File: src/rtl/cpu_port_pkg.sv
package cpu_port_pkg;
  typedef enum logic [2:0] {
    RGN_RAM    = 3'd0,
    RGN_BASIC  = 3'd1,
    RGN_KERNAL = 3'd2,
    RGN_CHAR   = 3'd3,
    RGN_IO     = 3'd4,
    RGN_PORT   = 3'd5
  } region_e;

  localparam int unsigned CFG_W  = 3;
  localparam int unsigned CFG_LO = 0;
  localparam int unsigned CFG_HI = 1;
  localparam int unsigned CFG_CS = 2;
endpackage

File: src/rtl/port_regfile.sv
module port_regfile #(
  parameter int unsigned PORT_W   = 6,
  parameter logic [5:0]  RST_DIR  = 6'h2F,
  parameter logic [5:0]  RST_DATA = 6'h3F
) (
  input  logic              clk,
  input  logic              rst,
  input  logic              wr_dir,
  input  logic              wr_data,
  input  logic [PORT_W-1:0] wdata,
  input  logic [PORT_W-1:0] pin_in,
  output logic [PORT_W-1:0] dir_q,
  output logic [PORT_W-1:0] data_q,
  output logic [PORT_W-1:0] level
);
  always_ff @(posedge clk) begin
    if (rst) begin
      dir_q  <= RST_DIR[PORT_W-1:0];
      data_q <= RST_DATA[PORT_W-1:0];
    end else begin
      if (wr_dir)  dir_q  <= wdata;
      if (wr_data) data_q <= wdata;
    end
  end

  // Per-pin level: driven value for outputs, external level for inputs.
  for (genvar b = 0; b < PORT_W; b++) begin : g_level
    assign level[b] = dir_q[b] ? data_q[b] : pin_in[b];
  end
endmodule

File: src/rtl/bank_decoder.sv
module bank_decoder
  import cpu_port_pkg::*;
#(
  parameter int unsigned ADDR_W = 16
) (
  input  logic [CFG_W-1:0]  cfg,
  input  logic [ADDR_W-1:0] addr,
  input  logic              we,
  output region_e           region
);
  localparam int unsigned TOP3 = 3;
  localparam int unsigned TOP4 = 4;

  logic [TOP3-1:0] hi3;
  logic [TOP4-1:0] hi4;
  logic            is_port;
  logic            lo, hi, cs;
  region_e         raw;

  assign hi3     = addr[ADDR_W-1 -: TOP3];
  assign hi4     = addr[ADDR_W-1 -: TOP4];
  assign is_port = (addr[ADDR_W-1:1] == '0);
  assign lo      = cfg[CFG_LO];
  assign hi      = cfg[CFG_HI];
  assign cs      = cfg[CFG_CS];

  always_comb begin
    raw = RGN_RAM;
    if (is_port) begin
      raw = RGN_PORT;
    end else if (hi3 == 3'b101) begin
      raw = (lo && hi) ? RGN_BASIC : RGN_RAM;
    end else if (hi3 == 3'b111) begin
      raw = hi ? RGN_KERNAL : RGN_RAM;
    end else if (hi4 == 4'hD) begin
      if (!lo && !hi) raw = RGN_RAM;
      else            raw = cs ? RGN_IO : RGN_CHAR;
    end
  end

  // ROM windows are read-only: stores land in the RAM underneath.
  always_comb begin
    region = raw;
    if (we && (raw == RGN_BASIC || raw == RGN_KERNAL || raw == RGN_CHAR))
      region = RGN_RAM;
  end
endmodule

File: src/rtl/cpu_port_banker.sv
module cpu_port_banker
  import cpu_port_pkg::*;
#(
  parameter int unsigned ADDR_W   = 16,
  parameter int unsigned BUS_W    = 8,
  parameter int unsigned PORT_W   = 6,
  parameter logic [5:0]  RST_DIR  = 6'h2F,
  parameter logic [5:0]  RST_DATA = 6'h3F
) (
  input  logic              clk,
  input  logic              rst,
  input  logic [ADDR_W-1:0] cpu_addr,
  input  logic [BUS_W-1:0]  cpu_wdata,
  input  logic              cpu_we,
  output logic [BUS_W-1:0]  cpu_rdata,
  output logic [PORT_W-1:0] pin_out,
  output logic [PORT_W-1:0] pin_oe,
  input  logic [PORT_W-1:0] pin_in,
  output logic [2:0]        region
);
  localparam int unsigned PAD_W = BUS_W - PORT_W;

  logic [PORT_W-1:0] dir_q, data_q, level;
  logic              sel_dir, sel_data;
  region_e           region_d;
  logic [BUS_W-1:0]  rdata_d;
  logic              unused_wbits;

  assign sel_dir      = (cpu_addr == ADDR_W'(0));
  assign sel_data     = (cpu_addr == ADDR_W'(1));
  assign unused_wbits = ^cpu_wdata[BUS_W-1:PORT_W];

  port_regfile #(
    .PORT_W(PORT_W), .RST_DIR(RST_DIR), .RST_DATA(RST_DATA)
  ) i_regs (
    .clk(clk), .rst(rst),
    .wr_dir(cpu_we && sel_dir), .wr_data(cpu_we && sel_data),
    .wdata(cpu_wdata[PORT_W-1:0]), .pin_in(pin_in),
    .dir_q(dir_q), .data_q(data_q), .level(level)
  );

  bank_decoder #(.ADDR_W(ADDR_W)) i_dec (
    .cfg(level[CFG_W-1:0]), .addr(cpu_addr), .we(cpu_we), .region(region_d)
  );

  always_comb begin
    rdata_d = '0;
    if (sel_dir)       rdata_d = {{PAD_W{1'b0}}, dir_q};
    else if (sel_data) rdata_d = {{PAD_W{1'b0}}, level};
  end

  always_ff @(posedge clk) begin
    if (rst) begin
      cpu_rdata <= '0;
      region    <= RGN_RAM;
    end else begin
      cpu_rdata <= rdata_d;
      region    <= region_d;
    end
  end

  assign pin_out = data_q;
  assign pin_oe  = dir_q;
endmodule

File: config.mk
export PLATFORM = sky130hd
export DESIGN_NAME = cpu_port_banker
export DESIGN_NICKNAME = d
export VERILOG_FILES = /design/src/rtl/cpu_port_pkg.sv /design/src/rtl/port_regfile.sv /design/src/rtl/bank_decoder.sv /design/src/rtl/cpu_port_banker.sv
export SDC_FILE = /design/constraint.sdc
export NUM_CORES = 1
export LEC_CHECK = 0
export ABC_AREA = 1
export CAP_MARGIN = 20
export CORE_ASPECT_RATIO = 1.2
export CORE_UTILIZATION = 39
export CTS_CLUSTER_DIAMETER = 100
export DETAILED_ROUTE_END_ITERATION = 16
export PLACE_DENSITY = 0.79
export SYNTH_ARGS = -nofsm -noshare
export SYNTH_HDL_FRONTEND = slang
export SYNTH_SLANG_ARGS = --single-unit
File: constraint.sdc
create_clock -name clk -period 1.65 [get_ports clk]
set_clock_uncertainty 0.05 [all_clocks]
set_input_delay 0.33 -clock clk [delete_from_list [all_inputs] [get_ports clk]]
set_output_delay 0.33 -clock clk [all_outputs]
set_load 0.005 [all_outputs]
==> reports/qor.yml <==
finalSetupTns_ns: 0
highest_layer: "met4"
finalSetupViolCount: 0
instances_no_fill: 265
drive_above_1_share_pct: 12.9
fp.dieH_um: 60.2
wl_met3_um: 145
slowest_delay_ns: 0.52
met1Wirelength_um: 1100
synth-seq-cells: 21
gr-usage-all-layers_pct: 20.2
wl_per_cell_um: 10.5
worstPathMaxFanout: 4
synthDominantCellAreaShare_pct: 38.2
initial_core_util_pct: 42.3
drc: 0
cts_tree: "yes"
fmax_ghz: 0.623
rows: 20
slowest_stage: "clkdlybuf4s50_1"
num_io_pins: 56
core-area_mm2: 0.00260
drt_iter0_markers: 12
cts_made_buffers: 3
nets: 266
hold_class: "register to register"
crit_arrival_ns: 1.23
yosysTopAreaCell: "dfxtp_1"
synth_cells: 168
wl_met2_um: 1490
antenna_left: 0
crit_required_ns: 1.27
vias: 1203
outcome: "finished, final reports clean"
hold-worst-slack_ns: 0.454
crit_family: "buffers and inverters"
antennaDiodeCount: 0
period_needed_ns: 1.61
power-per-cell-area_mw_per_mm2: 511
cp-end-kind: "output pin"
gp_congestion: 0.775
syn_area_per_cell_um2: 6.55
cts_sinks: 21
dpl.cell_count: 261
via_per_inst: 4.54
maxSlewViolCount: 0
ys_seq_area_share_pct: 38.2
grt_setup_unrepaired: "false"
grt_pass1_wl_um: 4610
clkSlewWorstSetupHoldPaths_ns: 0.12
nFillCells: 227
area_growth_pct: 59.7
htree_levels: 1
hold_viol: 0
first_global_vias: 1174
critical_path_buf_inv_count: 1
grt_remaining_overflow: 0
path_cells: "clkdlybuf4s50_1"
die_w_um: 50.5
worstSetupPathType: "register to output pin"
worstSetupStartpointType: "register"
cap_violations: 0
insertion_delay_ns: 0.30
peakVddDrop_mv: 0.465
cts-root-buf: "clkbuf_4"
detailed_place_hpwl_um: 2300
ys_warn_count: 0
synth_area_leaders: "dfxtp_1 38%, nand2_1 20%, inv_1 9.2%, nand3_1 7.3%, nor2_1 6.5%"
die_area_mm2: 0.00304
hold_path_depth: 2
yosys.cell_types.count: 20
grt_max_degree: 13
cellLeakagePower_nw: 0.962
numPortBuffers: 51
cts_setup_buffers: 0
drtPass1Iterations: 4
path_depth: 1
cts_max_path_buffers: 2
drt-total-wl_um: 2770
antenna_found_initial: 0
netlist_area_mm2: 0.00110
ff2ff_path_depth: 11
post-route-period-util_pct: 97.3
what timing repair did:
item	4_1_cts	5_1_grt
gates resized for setup	2	3
hold buffers	0	0
pin swaps	0	0
endpoints found under the hold margin	0	0
cloned	0	0
endpoints found under the setup margin	2	3
registers in the layout, summed over array words and instances (netlist names):
name	count
cpu_rdata	6
i_regs.data_q	6
i_regs.dir_q	6
region	3
cell usage after synthesis (all sizes together):
| master | n |
|---|---|
| nand3 | 16 |
| dfxtp | 21 |
| nand2 | 62 |
| buf | 3 |
| nor2 | 23 |
| clkinv | 1 |
| o311ai | 1 |
| conb | 1 |
| o211ai | 3 |
| a21oi | 6 |
| nor3 | 1 |
| inv | 27 |
| o21ai | 2 |
| clkbuf | 1 |
per-stage QoR:
stage	cell area (um2)	power [W]	util (%)	setup slack, ns
floorplan	1100	0.000560	-	0.405
global placement	1720	0.000656	66.2	-0.111
detailed placement	1720	0.000660	66.2	-0.185
CTS	1750	0.000899	67.3	0.0180
global route	1760	0.000934	67.5	0.00668
finish	1760	0.000897	67.5	0.0445
cell usage in the layout (no fill, tap or decap), types with 2 or more instances in the layout:
master,n
nand2_1,58
clkdlybuf4s50_1,51
inv_1,27
nor2_1,19
dfxtp_1,17
nand3_1,16
buf_4,12
a21oi_1,5
nand2_4,3
o211ai_1,3
clkbuf_4,3
dfxtp_2,3
nor2_2,2
nor2_8,2
o21ai_0,2
conb_1,2
worst paths after layout:
path / start / end / slack (ns)
max: i_regs.data_q[1] / pin_out[1] / 0.04
min: i_regs.data_q[3] / i_regs.data_q[3] / 0.45
max reg2reg: i_regs.dir_q[2] / region[1] / 0.39
min reg2reg: i_regs.data_q[3] / i_regs.data_q[3] / 0.45
final cells by class:
| type | count | area, um2 | area share (%) |
|---|---|---|---|
| repair buffers | 63 | 601 | 34.2 |
| inverters | 28 | 110 | 6.27 |
| well taps | 33 | 41.3 | 2.35 |
| flip-flops and latches | 21 | 428 | 24.4 |
| clock buffers | 3 | 22.5 | 1.28 |
| clock inverters | 1 | 5.00 | 0.285 |
| multi-input cells | 116 | 549 | 31.3 |
report_power, final:
part | switching, W | total (W) | leakage [nW] | internal (W)
registers | 0.000000336 | 0.000507 | 0.169 | 0.000507
clock network | 0.000160 | 0.000250 | 0.0177 | 0.0000905
logic | 0.0000521 | 0.000140 | 0.775 | 0.0000883
total | 0.000212 | 0.000897 | 0.962 | 0.000685
kinds of logic (layout without fill, tap and decap cells):
family                 count (synthesis)  after routing  share of synthesized area (%)
AOI/OAI and AO/OA                     12             12                           6.83
buffers and inverters                 32             95                           12.2
DFF                                   21             21                           38.2
other                                  1              2                          0.341
and+or+nand+nor                      102            102                           42.4
per-layer routing:
layer	vias up	GRT usage, %
met1	525	20.3
li1	639	-
met4	0	6.75
met3	4	3.82
met2	35	40.8
met5	-	0
Power figures use the tool's default switching activity.
